<file path="src/rtl/irq_agg_pkg.sv">
package irq_agg_pkg;
    // Register port address decode; the bench and software rely on these codes.
    localparam logic ADDR_ENABLE  = 1'b0;
    localparam logic ADDR_PENDING = 1'b1;

    // Reset value of the enable mask and pending bits.
    localparam logic RESET_BIT = 1'b0;
endpackage

</file>
<file path="src/rtl/irq_pend_bank.sv">
module irq_pend_bank #(
    parameter int WIDTH = 16
) (
    input  logic             clk,
    input  logic             rst_n,
    input  logic [WIDTH-1:0] set_i,
    input  logic [WIDTH-1:0] clr_i,
    output logic [WIDTH-1:0] pend_o
);
    import irq_agg_pkg::*;

    // One sticky flop per source; set dominates clear.
    for (genvar b = 0; b < WIDTH; b++) begin : g_bit
        logic bit_q;
        always_ff @(posedge clk) begin
            if (!rst_n) begin
                bit_q <= RESET_BIT;
            end else if (set_i[b]) begin
                bit_q <= 1'b1;
            end else if (clr_i[b]) begin
                bit_q <= 1'b0;
            end
        end
        assign pend_o[b] = bit_q;
    end
endmodule

</file>
<file path="src/rtl/irq_mask_reg.sv">
module irq_mask_reg #(
    parameter int WIDTH = 8
) (
    input  logic             clk,
    input  logic             rst_n,
    input  logic             load_i,
    input  logic [WIDTH-1:0] data_i,
    output logic [WIDTH-1:0] mask_o
);
    import irq_agg_pkg::*;

    logic [WIDTH-1:0] mask_q;

    always_ff @(posedge clk) begin
        if (!rst_n) begin
            mask_q <= {WIDTH{RESET_BIT}};
        end else if (load_i) begin
            mask_q <= data_i;
        end
    end

    assign mask_o = mask_q;
endmodule

</file>
<file path="src/rtl/irq_line_gen.sv">
module irq_line_gen #(
    parameter int MASK_W = 8,
    parameter int NMI_W  = 8,
    localparam int PEND_W = MASK_W + NMI_W
) (
    input  logic              clk,
    input  logic              rst_n,
    input  logic [PEND_W-1:0] pend_i,
    input  logic [MASK_W-1:0] mask_i,
    output logic              irq_o
);
    import irq_agg_pkg::*;

    logic maskable_hit;
    logic nmi_hit;
    logic irq_q;

    always_comb begin
        maskable_hit = |(pend_i[MASK_W-1:0] & mask_i);
        nmi_hit      = |pend_i[PEND_W-1:MASK_W];
    end

    always_ff @(posedge clk) begin
        if (!rst_n) begin
            irq_q <= RESET_BIT;
        end else begin
            irq_q <= maskable_hit | nmi_hit;
        end
    end

    assign irq_o = irq_q;
endmodule

</file>
<file path="src/rtl/irq_aggregator.sv">
module irq_aggregator #(
    parameter int MASK_W = 8,
    parameter int NMI_W  = 8,
    localparam int PEND_W = MASK_W + NMI_W
) (
    input  logic              clk,
    input  logic              rst_n,
    input  logic [PEND_W-1:0] src_set,
    input  logic [PEND_W-1:0] src_clr,
    input  logic              reg_wr,
    input  logic              reg_addr,
    input  logic [MASK_W-1:0] reg_wdata,
    output logic [MASK_W-1:0] reg_rdata,
    output logic              cpu_irq
);
    import irq_agg_pkg::*;

    logic [PEND_W-1:0] pend_q;
    logic [MASK_W-1:0] en_q;
    logic              mask_load;

    // Writes to the pending address decode to nothing.
    assign mask_load = reg_wr && (reg_addr == ADDR_ENABLE);

    irq_pend_bank #(.WIDTH(PEND_W)) u_pend (
        .clk    (clk),
        .rst_n  (rst_n),
        .set_i  (src_set),
        .clr_i  (src_clr),
        .pend_o (pend_q)
    );

    irq_mask_reg #(.WIDTH(MASK_W)) u_mask (
        .clk    (clk),
        .rst_n  (rst_n),
        .load_i (mask_load),
        .data_i (reg_wdata),
        .mask_o (en_q)
    );

    irq_line_gen #(.MASK_W(MASK_W), .NMI_W(NMI_W)) u_line (
        .clk    (clk),
        .rst_n  (rst_n),
        .pend_i (pend_q),
        .mask_i (en_q),
        .irq_o  (cpu_irq)
    );

    // Read port: only the maskable group of pending bits is visible.
    always_comb begin
        unique case (reg_addr)
            ADDR_ENABLE:  reg_rdata = en_q;
            ADDR_PENDING: reg_rdata = pend_q[MASK_W-1:0];
            default:      reg_rdata = '0;
        endcase
    end
endmodule

</file>
<file path="config.mk">
export PLATFORM = sky130hd
export DESIGN_NAME = irq_aggregator
export DESIGN_NICKNAME = d
export VERILOG_FILES = /design/src/rtl/irq_agg_pkg.sv /design/src/rtl/irq_pend_bank.sv /design/src/rtl/irq_mask_reg.sv /design/src/rtl/irq_line_gen.sv /design/src/rtl/irq_aggregator.sv
export SDC_FILE = /design/constraint.sdc
export NUM_CORES = 1
export LEC_CHECK = 0
export BUFFER_PORTS_ARGS = -buffer_cell sky130_fd_sc_hd__buf_4
export CORE_ASPECT_RATIO = 0.8
export CORE_MARGIN = 4
export CORE_UTILIZATION = 35
export CTS_CLUSTER_SIZE = 30
export DETAILED_ROUTE_END_ITERATION = 12
export SKIP_CTS_REPAIR_TIMING = 1
export SLEW_MARGIN = 0
export SYNTH_ARGS = -nofsm -noshare
export SYNTH_HDL_FRONTEND = slang
export SYNTH_SLANG_ARGS = --single-unit
</file>
<file path="constraint.sdc">
create_clock -name clk -period 2.1 [get_ports clk]
set_input_delay 0.21 -clock clk [delete_from_list [all_inputs] [get_ports clk]]
set_output_delay 0.21 -clock clk [all_outputs]
set_load 0.01 [all_outputs]
</file>
==> results.yml <==
status:
  status: "finished, final reports clean"
synth:
  syn_nets: 139
  ys_types: 13
  syn_inst: 95
  synth_top_area_cell: "dfxtp_1"
  ys_seq_area_share_pct: 47.4
  syn_area_per_cell_um2: 11.1
  yosys_warnings: 0
  ys_top_cells_by_area: "dfxtp_1 (47%), nor2b_1 (14%), o21a_1 (12%)"
  postSynthRegisterBits: 25
  syn_area_um2: 1060
  synth_top_cell_area_share_pct: 47.4
setup_path:
  worstPathArrival_ns: 1.01
  path_max_fanout: 3
  crit_type: "reg2out"
  worstSetupStartpointType: "flop"
  cp.required_ns: 1.89
  cp-end-kind: "output pin"
cts:
  cts_buffer_depth: 2
  cts-buffers-inserted: 3
  cts_tree: "done"
  clock_latency_ns: 0.26
  path_clk_slew_ns: 0.08
  cts-root-buf: "clkbuf_8"
  cts_max_level: 1
  cts.sinks: 25
floorplan:
  ios: 53
  dieArea_um2: 3970
  initial_core_util_pct: 37.3
  fp.dieH_um: 57.1
  fp.dieW_um: 69.4
  num_rows: 17
  coreArea_um2: 2830
grt:
  grt_pass1_vias: 873
  antenna_found_initial: 0
  grt_max_degree: 26
  grt_usage_pct: 11.8
  grt_pass1_wl_um: 3780
  overflow: 0
timing:
  clock_skew_ns: 0.00106
  fin_crit_sh_pct: 58.1
  holdWs_ns: 0.150
  final_max_slew_viol_count: 0
  rsz0062_at_grt: "false"
  tns_ns: 0
  finalHoldViolations: 0
  timing.slew.headroom_pct: 78.5
  max_freq_ghz: 0.820
  tightest_slew_ns: 0.319
  setup_viol: 0
  finalCriticalPeriod_ns: 1.22
run:
  cap_viol_max_count: 0
placement:
  post-place-cells: 181
  gp_congestion: 0.681
  post_dp_cell_area_um2: 1450
  port_buffers: 52
  dp_hpwl_um: 1850
detailed_routing:
  wl_um: 2340
  vias_per_cell: 4.65
  drc: 0
  wl_per_cell_um: 12.7
  dr.pass1.iters: 2
  drtIter0Drc: 5
  postRouteAntennaNets: 0
  num_vias: 860
pwr:
  pwr-share-clk_pct: 28.5
  p_int_w: 0.000749
  powerDensity_nw_per_um2: 640
  comb_power_share_pct: 17.2
  leakagePower_nw: 0.659
  netSwitchingFraction_pct: 21.9
  design_power_total_w: 0.000958
  pwr-share-seq_pct: 54.2
  p_switching_w: 0.000209
  peakVddDrop_uv: 325
layout:
  layout.cells.non_filler: 185
  mostFrequentLayoutCells: "buf_4 (52), dfxtp_1 (25), nor2b_1 (24)"
  nNetsFinal: 192
  final_common_cell: "buf_4"
  drive_above_1_share_pct: 43.5
  design_area_um2: 1500
  area_growth_syn_to_layout_pct: 41.8
  diodes: 0
min_path:
  hold_path.class: "in2reg"
[flip-flops by register name, summed over array words and instances (netlist names)]
register	count
u_mask.mask_o	8
u_line.irq_o	1
u_pend.g_bit.bit_q	16
[critical path, stage by stage, from the launching register on]
cell and delay (ns):
dfxtp_1 0.33, mux2_2 0.27, buf_4 0.14
[layout make-up]
class	count	area (µm²)
Sequential cell	25	500
Clock buffer	4	45.0
Timing Repair Buffer	52	390
Fill cell	274	1330
Multi-Input combinational cell	66	514
Tap cell	38	47.5
[Yosys cell counts]
| library cell | count |
|---|---|
| nor2b_1 | 24 |
| o21a_1 | 17 |
| nand2_1 | 1 |
| mux2i_1 | 8 |
| nor4_1 | 2 |
| nor2b_4 | 1 |
| dfxtp_1 | 25 |
| nand4_1 | 1 |
| buf_6 | 1 |
| a22oi_1 | 4 |
| mux2_2 | 8 |
| buf_12 | 1 |
| buf_2 | 2 |
[path summary, 6_finish.rpt]
path                                            start                endpoint  slack, ns  depth (start not counted)
worst max-delay path            u_pend.g_bit[5].bit_q            reg_rdata[5]       0.88                          2
worst min-delay path                      src_set[11]  u_pend.g_bit[11].bit_q       0.15                          2
worst max register to register  u_pend.g_bit[9].bit_q            u_line.irq_o       1.02                          3
worst min register to register       u_mask.mask_o[3]        u_mask.mask_o[3]       0.54                          2
[metal layers]
| layer | GRT usage, % | wire (µm) | up-vias |
|---|---|---|---|
| met1 | 13.0 | 977 | 397 |
| li1 | - | - | 437 |
| met5 | 0 | 0 | - |
| met2 | 20.9 | 1170 | 24 |
| met3 | 4.93 | 181 | 2 |
| met4 | 3.34 | 16 | 0 |
[power groups by stage]
stage	clock [W]	combinational, W	sequential (W)
after floorplan	0	0.0000828	0.000526
after global placement	0	0.000164	0.000530
after detailed placement	0	0.000168	0.000531
after CTS	0.000286	0.000168	0.000520
after global routing	0.000306	0.000180	0.000524
final	0.000274	0.000165	0.000519
[through the flow]
stage          util [%]  setup WS [ns]
6_report           52.9          0.880
5_1_grt            52.9          0.837
4_1_cts            52.9          0.871
3_5_place_dp       51.3           1.00
3_3_place_gp       51.3           1.01
2_1_floorplan         -           1.17
[logic make-up (layout without fill, tap and decap cells)]
| kind of cell | after synthesis | in the layout | share of synthesized area (%) |
|---|---|---|---|
| AO/OA/AOI/OAI | 21 | 21 | 14.9 |
| buffers and inverters | 4 | 56 | 3.91 |
| AND/OR/NAND/NOR | 29 | 29 | 17.7 |
| flip-flops | 25 | 25 | 47.4 |
| multiplexers | 16 | 16 | 16.1 |
(Power assumes the default switching activity.)
